--- src/rtl/pm_evt_pkg.sv ---
`timescale 1ns/1ps
package pm_evt_pkg;
    localparam int unsigned REG_W   = 16;
    localparam int unsigned TMR_BIT = 0;
    localparam int unsigned GLB_BIT = 5;
    localparam int unsigned PWR_BIT = 8;
    localparam int unsigned RTC_BIT = 10;

    localparam logic [REG_W-1:0] SCI_MASK =
        (REG_W'(1) << TMR_BIT) | (REG_W'(1) << GLB_BIT) |
        (REG_W'(1) << PWR_BIT) | (REG_W'(1) << RTC_BIT);

    typedef enum logic [1:0] {
        SEL_STS  = 2'd0,
        SEL_EN   = 2'd1,
        SEL_CTL  = 2'd2,
        SEL_NONE = 2'd3
    } reg_sel_e;
endpackage

--- src/rtl/pm_win_decode.sv ---
`timescale 1ns/1ps
module pm_win_decode
    import pm_evt_pkg::*;
#(
    parameter int unsigned ADDR_W    = 16,
    parameter int unsigned WIN_BYTES = 64
) (
    input  logic [31:0]       cfg_base_word,
    input  logic [7:0]        cfg_enable_byte,
    input  logic [ADDR_W-1:0] bus_addr,
    input  logic              bus_rd,
    input  logic              bus_wr,
    output logic              hit,
    output reg_sel_e          sel
);
    localparam int unsigned OFS_W = $clog2(WIN_BYTES);
    localparam int unsigned IDX_W = OFS_W - 1;

    logic             base_match;
    logic [IDX_W-1:0] word_idx;
    logic             unused_cfg;

    // Window base is the word masked down to a WIN_BYTES boundary.
    assign base_match = (bus_addr[ADDR_W-1:OFS_W] == cfg_base_word[ADDR_W-1:OFS_W]);
    assign hit        = cfg_enable_byte[0] & (bus_rd | bus_wr) & base_match;
    assign word_idx   = bus_addr[OFS_W-1:1];
    assign unused_cfg = ^{cfg_base_word[31:ADDR_W], cfg_base_word[OFS_W-1:0],
                          cfg_enable_byte[7:1], bus_addr[0]};

    always_comb begin
        unique case (word_idx)
            IDX_W'(0): sel = SEL_STS;
            IDX_W'(1): sel = SEL_EN;
            IDX_W'(2): sel = SEL_CTL;
            default:   sel = SEL_NONE;
        endcase
    end
endmodule

--- src/rtl/pm_evt_regs.sv ---
`timescale 1ns/1ps
module pm_evt_regs
    import pm_evt_pkg::*;
(
    input  logic             clk,
    input  logic             rst_n,
    input  logic             wr_sts,
    input  logic             wr_en,
    input  logic             wr_ctl,
    input  logic [REG_W-1:0] wdata,
    input  logic [REG_W-1:0] evt_vec,
    output logic [REG_W-1:0] sts_q,
    output logic [REG_W-1:0] en_q,
    output logic [REG_W-1:0] ctl_q
);
    logic [REG_W-1:0] clr_vec;
    logic [REG_W-1:0] sts_d;

    assign clr_vec = wr_sts ? wdata : '0;

    // Set has priority over write-one-to-clear on the same bit.
    genvar b;
    generate
        for (b = 0; b < REG_W; b++) begin : g_sts_bit
            if (SCI_MASK[b]) begin : g_impl
                assign sts_d[b] = evt_vec[b] | (sts_q[b] & ~clr_vec[b]);
            end else begin : g_zero
                assign sts_d[b] = 1'b0;
            end
        end
    endgenerate

    always_ff @(posedge clk) begin
        if (!rst_n) begin
            sts_q <= '0;
            en_q  <= '0;
            ctl_q <= '0;
        end else begin
            sts_q <= sts_d;
            if (wr_en)  en_q  <= wdata;
            if (wr_ctl) ctl_q <= wdata;
        end
    end
endmodule

--- src/rtl/pm_sci_gen.sv ---
`timescale 1ns/1ps
module pm_sci_gen
    import pm_evt_pkg::*;
(
    input  logic [REG_W-1:0] sts_q,
    input  logic [REG_W-1:0] en_q,
    output logic             sci,
    output logic             tmr_arm
);
    assign sci     = |(sts_q & en_q & SCI_MASK);
    assign tmr_arm = en_q[TMR_BIT] & ~sts_q[TMR_BIT];
endmodule

--- src/rtl/pm_event_sci.sv ---
`timescale 1ns/1ps
module pm_event_sci
    import pm_evt_pkg::*;
#(
    parameter int unsigned ADDR_W    = 16,
    parameter int unsigned WIN_BYTES = 64
) (
    input  logic              clk,
    input  logic              rst_n,
    input  logic [31:0]       cfg_base_word,
    input  logic [7:0]        cfg_enable_byte,
    input  logic [ADDR_W-1:0] bus_addr,
    input  logic              bus_rd,
    input  logic              bus_wr,
    input  logic [REG_W-1:0]  bus_wdata,
    output logic [REG_W-1:0]  bus_rdata,
    input  logic              evt_tmr,
    input  logic              evt_glbl,
    input  logic              evt_pwrbtn,
    input  logic              evt_rtc,
    output logic              hit,
    output logic              sci,
    output logic              tmr_arm
);
    reg_sel_e         sel;
    logic [REG_W-1:0] sts_q, en_q, ctl_q;
    logic [REG_W-1:0] evt_vec;
    logic             wr_hit;

    always_comb begin
        evt_vec          = '0;
        evt_vec[TMR_BIT] = evt_tmr;
        evt_vec[GLB_BIT] = evt_glbl;
        evt_vec[PWR_BIT] = evt_pwrbtn;
        evt_vec[RTC_BIT] = evt_rtc;
    end

    pm_win_decode #(.ADDR_W(ADDR_W), .WIN_BYTES(WIN_BYTES)) u_dec (
        .cfg_base_word   (cfg_base_word),
        .cfg_enable_byte (cfg_enable_byte),
        .bus_addr        (bus_addr),
        .bus_rd          (bus_rd),
        .bus_wr          (bus_wr),
        .hit             (hit),
        .sel             (sel)
    );

    assign wr_hit = hit & bus_wr;

    pm_evt_regs u_regs (
        .clk     (clk),
        .rst_n   (rst_n),
        .wr_sts  (wr_hit && sel == SEL_STS),
        .wr_en   (wr_hit && sel == SEL_EN),
        .wr_ctl  (wr_hit && sel == SEL_CTL),
        .wdata   (bus_wdata),
        .evt_vec (evt_vec),
        .sts_q   (sts_q),
        .en_q    (en_q),
        .ctl_q   (ctl_q)
    );

    pm_sci_gen u_sci (
        .sts_q   (sts_q),
        .en_q    (en_q),
        .sci     (sci),
        .tmr_arm (tmr_arm)
    );

    always_comb begin
        bus_rdata = '0;
        if (hit && bus_rd) begin
            unique case (sel)
                SEL_STS: bus_rdata = sts_q;
                SEL_EN:  bus_rdata = en_q;
                SEL_CTL: bus_rdata = ctl_q;
                default: bus_rdata = '0;
            endcase
        end
    end
endmodule

--- config.mk ---
export PLATFORM = sky130hd
export DESIGN_NAME = pm_event_sci
export DESIGN_NICKNAME = d
export VERILOG_FILES = /design/src/rtl/pm_evt_pkg.sv /design/src/rtl/pm_win_decode.sv /design/src/rtl/pm_evt_regs.sv /design/src/rtl/pm_sci_gen.sv /design/src/rtl/pm_event_sci.sv
export SDC_FILE = /design/constraint.sdc
export NUM_CORES = 1
export LEC_CHECK = 0
export BUFFER_PORTS_ARGS = -buffer_cell sky130_fd_sc_hd__buf_4
export CORE_MARGIN = 2
export CORE_UTILIZATION = 48
export DETAILED_ROUTE_END_ITERATION = 7
export PLACE_DENSITY = 0.82
export SKIP_LAST_GASP = 1
export SLEW_MARGIN = 20
export SYNTH_ARGS = -nofsm -noshare
export SYNTH_HDL_FRONTEND = slang
export SYNTH_HIERARCHICAL = 1
export SYNTH_SLANG_ARGS = --single-unit
export TNS_END_PERCENT = 1
--- constraint.sdc ---
create_clock -name clk -period 2.5 [get_ports clk]
set_input_delay 0.375 -clock clk [delete_from_list [all_inputs] [get_ports clk]]
set_output_delay 0.375 -clock clk [all_outputs]
set_load 0.02 [all_outputs]
# Word level (Yosys, flattened, before mapping)
# Index checks and enable logic that the tools add are counted.
[word_totals]
latchBits = 0
ram_bits = 0
rom_bits = 0
mem_count = 0
reg_bits = 36
[classes]
n_reduce_logical = 7
div = 0
eq_ne = 5
n_lt_le_gt_ge = 0
n_shift = 0
n_addsub = 0
bitwise = 19
mux = 4
mul = 0
[ops]
columns = ["cell", "n"]
rows = [
  ["16-bit case mux with 3 select lines", 1],
  ["16-bit two-way mux", 1],
  ["11-bit AND", 1],
  ["11-bit two-way mux", 1],
  ["10-bit == test", 1],
  ["1-bit AND", 8],
  ["2-bit case mux with 3 select lines", 1],
  ["5-bit by 1-bit == test with 1-bit output, second input constant", 1],
  ["5-bit by 2-bit == test with 1-bit output, second input constant", 1],
  ["5-bit zero test", 1],
  ["1-bit NOT", 5],
  ["1-bit OR", 5],
  ["1-bit logical AND", 4],
  ["4-bit OR reduction", 1],
  ["2-bit by 1-bit == test with 1-bit output, second input constant", 1],
  ["2-bit == test, second input constant", 1],
  ["2-bit zero test", 1],
]

# Logic depth before layout (Yosys ltp)
# Gate-level depths: netlist (run 1).
[depth]
word_depth = 9
depth_mapped = 9

# Hierarchy
# Netlist (run 1), hierarchy kept.
[by_module_without_submodules]
columns = ["module", "area_each_um2", "cells_per_inst", "instances", "seq_area_each_um2"]
rows = [
  ["pm_evt_regs", 1468.9, 132, 1, 720.7],
  ["pm_event_sci", 644.4, 81, 1, 0.0],
  ["pm_win_decode", 136.4, 17, 1, 0.0],
  ["pm_sci_gen", 27.5, 4, 1, 0.0],
]

# Least setup slack after synthesis (run 1)
# No wires, ideal clock.
[synth_timing]
path_type = "in2out"
from = "input port cfg_base_word[10]"
to = "output port bus_rdata[6]"
n_path_buf = 1
setup_slack_ns = -0.277
required_time_ns = 2.125
t_arrival_ns = 2.402
cell_stages = 6
path_cell_list = "xor2_1 -> or4_1 -> nor3_2 -> nand3_4 -> buf_6 -> a211oi_1"
[synth_between]
elab_chain_cells = 4
[synth_lines]
columns = ["item", "line", "text"]
rows = [
  ["from (decl)", "pm_event_sci.sv:10", "input logic [31:0] cfg_base_word,"],
  ["10-bit == test", "pm_win_decode.sv:24", "assign base_match = (bus_addr[ADDR_W-1:OFS_W] == cfg_base_word[ADDR_W-1:OFS_W]);"],
  ["1-bit AND", "pm_win_decode.sv:25", "assign hit = cfg_enable_byte[0] & (bus_rd | bus_wr) & base_match;"],
  ["via hit", "pm_event_sci.sv:21", "output logic hit,"],
  ["1-bit logical AND", "pm_event_sci.sv:72", "if (hit && bus_rd) begin"],
  ["16-bit two-way mux", "pm_event_sci.sv:72", ""],
  ["to (decl)", "pm_event_sci.sv:16", "output logic [REG_W-1:0] bus_rdata,"],
]
# The timed path passes the listed nets, and every way through them passes these cells.

# Final worst setup path (run 1)
[layout_timing]
from = "input port cfg_base_word[10]"
to = "output port bus_rdata[5]"
[layout_between]
elab_chain_cells = 4
[layout_lines]
columns = ["item", "line"]
rows = [
  ["10-bit == test", "pm_win_decode.sv:24"],
  ["1-bit AND", "pm_win_decode.sv:25"],
  ["1-bit logical AND", "pm_event_sci.sv:72"],
  ["16-bit two-way mux", "pm_event_sci.sv:72"],
]
# Every way passes these cells.

==> results of run 1 <==
==> power groups by stage <==
stage / clock network, mW / registers (mW) / logic (mW)
global placement: 0 / 0.594 / 0.134
floorplan: 0 / 0.593 / 0.0741
finish: 0.504 / 0.581 / 0.139
global route: 0.544 / 0.581 / 0.151
detailed placement: 0 / 0.594 / 0.136
CTS: 0.518 / 0.581 / 0.138
==> routing by layer <==
layer	track usage, %	part of all wire, %	vias up
met3	5.110	3.8	4
met1	22.87	44	817
met2	32.12	51	37
met4	5.761	0.90	0
li1	-	-	927
met5	0	0	-
==> flip-flops by register name, indices dropped and copies added, names as in the netlist <==
register	flops
u_regs/en_q	16
u_regs/sts_q	4
u_regs/ctl_q	16
==> final cells by class <==
type,count,area (um2)
fill,387,1670
multi-input combinational,175,1386
sequential,36,720.7
timing repair buffer,81,658.1
clock buffer,5,68.82
tap,54,67.56
clock inverter,3,42.54
inverter,4,15.01
==> path summary, 6_finish.rpt <==
path / slack [ps] / start / to
worst min-delay path: 290 / bus_wdata[0] / u_regs/sts_q[0]$_SDFF_PN0_
worst max register to register: 1810 / u_regs/sts_q[0]$_SDFF_PN0_ / u_regs/sts_q[0]$_SDFF_PN0_
worst max-delay path: 50 / cfg_base_word[10] / bus_rdata[5]
worst min register to register: 520 / u_regs/ctl_q[6]$_SDFFE_PN0P_ / u_regs/ctl_q[6]$_SDFFE_PN0P_
==> repair_timing <==
item / CTS / global route
setup endpoints to repair: 10 / 11
pin swaps: 1 / 2
gates resized for setup: 1 / 5
==> cells in the final DEF (no fill, tap or decap), types with 4 or more instances in the layout <==
cell	instances
mux2i_1	32
a211oi_1	11
inv_1	4
xnor2_1	7
o21ai_0	5
a211oi_2	21
conb_1	12
nand2b_1	16
dfxtp_1	36
nor2b_1	47
a31oi_1	4
clkbuf_8	5
buf_4	77
buf_12	4
==> metrics by stage <==
stage	util (%)	cells	cell area, um2	total power, mW
after floorplan	-	244	2325	0.6673
after global placement	60.86	350	2818	0.7277
after detailed placement	60.86	350	2818	0.7305
after CTS	63.41	358	2935	1.236
after global routing	63.92	358	2959	1.276
final	63.92	358	2959	1.224
==> results.yml, run 1 <==
outcome:
  status: "finished clean"
place:
  io_buffer_count: 68
  pre_cts_slack_ps: -162.0
  gp_congestion: 0.7539
  dp_hpwl_um: 3294
setup_path:
  critPathSlowestCell: "or4_4"
  worstRegToRegCells: 2
  cp_top_family: "simple AND/OR/NAND/NOR gates"
  cp.depth: 8
  worst_path_most_repeated_cell: "buf_4"
  slowest_delay_ps: 540
  cp.required_ps: 2120
  crit_fanout: 5
  end_kind: "primary output"
  startpoint_type: "input port"
  path_cells: "buf_4 -> xor2_1 -> or4_4 -> nor3_4 -> nand3_4 -> buf_4 -> a211oi_2 -> buf_4"
  path_class: "input port to primary output"
  critPathArrivalTime_ps: 2080
  crit_buf_inv: 3
detailed_routing:
  drtPass1Iterations: 4
  detail_route.wl_per_cell_um: 13.32
  drt_iter0_markers: 95
  via_per_inst: 4.986
  ant_nets: 0
  drt_wl_total_um: 4769
  drcViolationCount: 0
  route.vias.total: 1785
die:
  rows: 25
  design.core.area_um2: 4629
  ios: 99
  die_h_um: 72.82
  dieArea_um2: 5303
  start_util_pct: 49.11
  chipWidth_um: 72.82
power:
  p_leak_nw: 1.081
  vdd_drop_max_uv: 392.5
  p_int_mw: 0.9566
  combPwrFrac_pct: 11.4
  powerDensity_nw_per_um2: 413.7
  clkPwrFrac_pct: 41.2
  p_sw_mw: 0.2676
  p_seq_share_pct: 47.5
  p_sw_share_pct: 21.86
global_routing:
  antenna_found_initial: 0
  grt_max_degree: 52
  grt_pass1_wl_um: 7707
  grt_pass1_vias: 1701
  globalRouteTotalUtil_pct: 18.76
  grt_overflow: 0
sta:
  period_share_pct: 98.05
  rsz0062_at_grt: "yes"
  post-route-min-period_ps: 2451
  slew_violations: 0
  finalClockSkew_ps: 0
  worst_slack_ps: 48.86
  tns_ps: 0
  hold_viol: 0
  timing.hold.ws_ps: 288.5
  max_freq_ghz: 0.4080
  setup_viol: 0
yosys:
  syn_inst: 233
  syn-cell-area_um2: 2273
  synth_area_per_cell_um2: 9.757
  yosys_warnings: 6
clock_network:
  clock_sinks: 36
  insertion_delay_ps: 280
  cts_setup_buffers: 0
  clk_pin_slew_ps: 70
  cts_buffers: 5
  cts_tree: "done"
  ctsHoldBuffers: 0
  cts_root_buffer: "clkbuf_8"
  clock_path_buffers: 2
  cts-htree-levels: 2
cells_and_area:
  syn2layout_area_growth_pct: 30.16
  drive_gt1_share_pct: 38.16
  nNetsFinal: 383
  num_antenna_cells: 0
worst_hold_path:
  hold_path_depth: 2
  hold_path_class: "input port to flop"
flow_run:
  cap_violations: 0
(Power assumes the default switching activity.)
==> run 2: changes to the inputs <==
CELL_PAD_IN_SITES_DETAIL_PLACEMENT = 1   (was not set)
CELL_PAD_IN_SITES_GLOBAL_PLACEMENT = 1   (was not set)
CORE_UTILIZATION = 35   (was 48)
CTS_CLUSTER_SIZE = 10   (was not set)
PLACE_DENSITY = 0.81   (was 0.82)
SETUP_SLACK_MARGIN = 0.05   (was not set)
==> run 2 against run 1 <==
Clock skew stayed put. Flip-flop and latch count stayed put. Critical endpoint is now bus_rdata[0]. Sequential power hardly changed. Non-clock buffer count is 1 higher.
==> results.yml, run 2 (same netlist as run 1, synthesis figures left out) <==
cells_and_area:
  syn2layout_area_growth_pct: 28.73
  final_cells: 382
  num_antenna_cells: 0
  nNetsFinal: 384
  final_cell_mix: "80 x buf_4, 47 x nor2b_1, 36 x dfxtp_1"
  drive_gt1_share_pct: 37.05
  ff_latch_area_um2: 720.7
  mostFrequentLayoutCell: "buf_4"
  fillers: 754
  multiInputGateArea_um2: 1373
  reg_top3: "u_regs/ctl_q (16), u_regs/en_q (16), u_regs/sts_q (4)"
clock_network:
  cts_root_buffer: "clkbuf_8"
  insertion_delay_ps: 290
  clock_sinks: 36
  cts-htree-levels: 2
  cts_tree: "done"
  clock_path_buffers: 2
  clk_pin_slew_ps: 70
  cts_buffers: 5
detailed_routing:
  drcViolationCount: 0
  route.vias.total: 1847
  drtPass1Iterations: 4
  ant_nets: 0
  drt_iter0_markers: 45
  detail_route.wl_per_cell_um: 14.74
  via_per_inst: 4.835
  drt_wl_total_um: 5632
sta:
  setup_viol: 0
  hold_viol: 0
  post-route-min-period_ps: 2456
  max_freq_ghz: 0.4072
  period_share_pct: 98.23
  finalClockSkew_ps: 0
  worst_slack_ps: 44.13
  rsz0062_at_grt: "yes"
  tns_ps: 0
  slew_violations: 0
setup_path:
  worst_path_most_repeated_cell: "buf_4"
  crit_fanout: 18
  startpoint_type: "input port"
  cp.required_ps: 2120
  cp_top_family: "simple AND/OR/NAND/NOR gates"
  critPathArrivalTime_ps: 2080
  path_cells: "buf_4 -> or4_2 -> buf_4 -> nand2b_1 -> a211oi_1 -> buf_4"
  crit_buf_inv: 3
  critPathSlowestCell: "or4_2"
  path_class: "input port to primary output"
  end_kind: "primary output"
  slowest_delay_ps: 710
power:
  vdd_drop_max_uv: 222.7
  powerDensity_nw_per_um2: 395.7
  p_leak_nw: 1.067
place:
  dp_hpwl_um: 4048
  io_buffer_count: 68
  pre_cts_slack_ps: -153.6
  place_inst: 373
  gp_congestion: 0.6802
global_routing:
  grt_max_degree: 37
  grt_pass1_vias: 1961
  met1_usage_pct: 18.24
  busiest_layer: "met2"
  grt_pass1_wl_um: 9280
  globalRouteTotalUtil_pct: 16.35
  antenna_found_initial: 0
  grt_overflow: 0
  groute.layer.met2.usage_pct: 30.21
  use_met3_pct: 5.015
die:
  design.core.area_um2: 6314
  start_util_pct: 36.01
  chipWidth_um: 84.60
  die_h_um: 84.60
  ios: 99
  rows: 29
  dieArea_um2: 7156
flow_run:
  cap_violations: 0
worst_hold_path:
  hold_path_class: "input port to flop"
outcome:
  status: "finished clean"
## run 2: through the flow
| stage | util, % | power [mW] | hold WS, ps | area [um2] |
|---|---|---|---|---|
| after floorplan | - | 0.6673 | 475.2 | 2325 |
| after global placement | 44.51 | 0.7290 | 496.4 | 2810 |
| after detailed placement | 44.51 | 0.7332 | 507.5 | 2810 |
| after CTS | 46.35 | 1.171 | 278.6 | 2927 |
| after global routing | 46.35 | 1.207 | 289.1 | 2927 |
| final | 46.35 | 1.158 | 285.2 | 2927 |
## run 2: worst paths after layout
check	to	slack (ps)	depth (start not counted)	start
min reg2reg	u_regs/en_q[1]$_SDFFE_PN0P_	520	2	u_regs/en_q[1]$_SDFFE_PN0P_
max reg2reg	u_regs/sts_q[0]$_SDFF_PN0_	1790	2	u_regs/sts_q[0]$_SDFF_PN0_
max	bus_rdata[0]	40	6	bus_addr[5]
min	u_regs/sts_q[10]$_SDFF_PN0_	290	2	bus_wdata[10]
## run 2: per-layer routing
metal	part of all wire, %	vias up
li1	-	929
met1	43	879
met2	52	34
met3	4.0	5
met4	0.99	0
met5	0	-
## run 2: worst register-to-register path: stages (launching register included)
cell and delay [ps]:
dfxtp_1 370, o21ai_0 110, a31oi_1 160
## run 2: where the power goes
part,switching (mW),internal [mW],total (mW)
clock,0.211,0.225,0.436
combinational,0.0575,0.0837,0.141
sequential,0.00336,0.578,0.581
total,0.272,0.886,1.16
## run 2: cell type report
cell class / count / share of cell area, %
clock buffers: 8 / 3.078
flip-flops and latches: 36 / 24.63
well taps: 77 / 3.292
multi-input cells: 175 / 46.90
inverters: 4 / 0.5130
repair buffers: 82 / 21.59
## run 2: timing repair
action / 4_1_cts / 5_1_grt
hold buffers: 0 / 0
buffers inserted: 1 / 0
gates resized for setup: 4 / 0
pin swaps: 3 / 0
endpoints found under the setup margin: 16 / 12
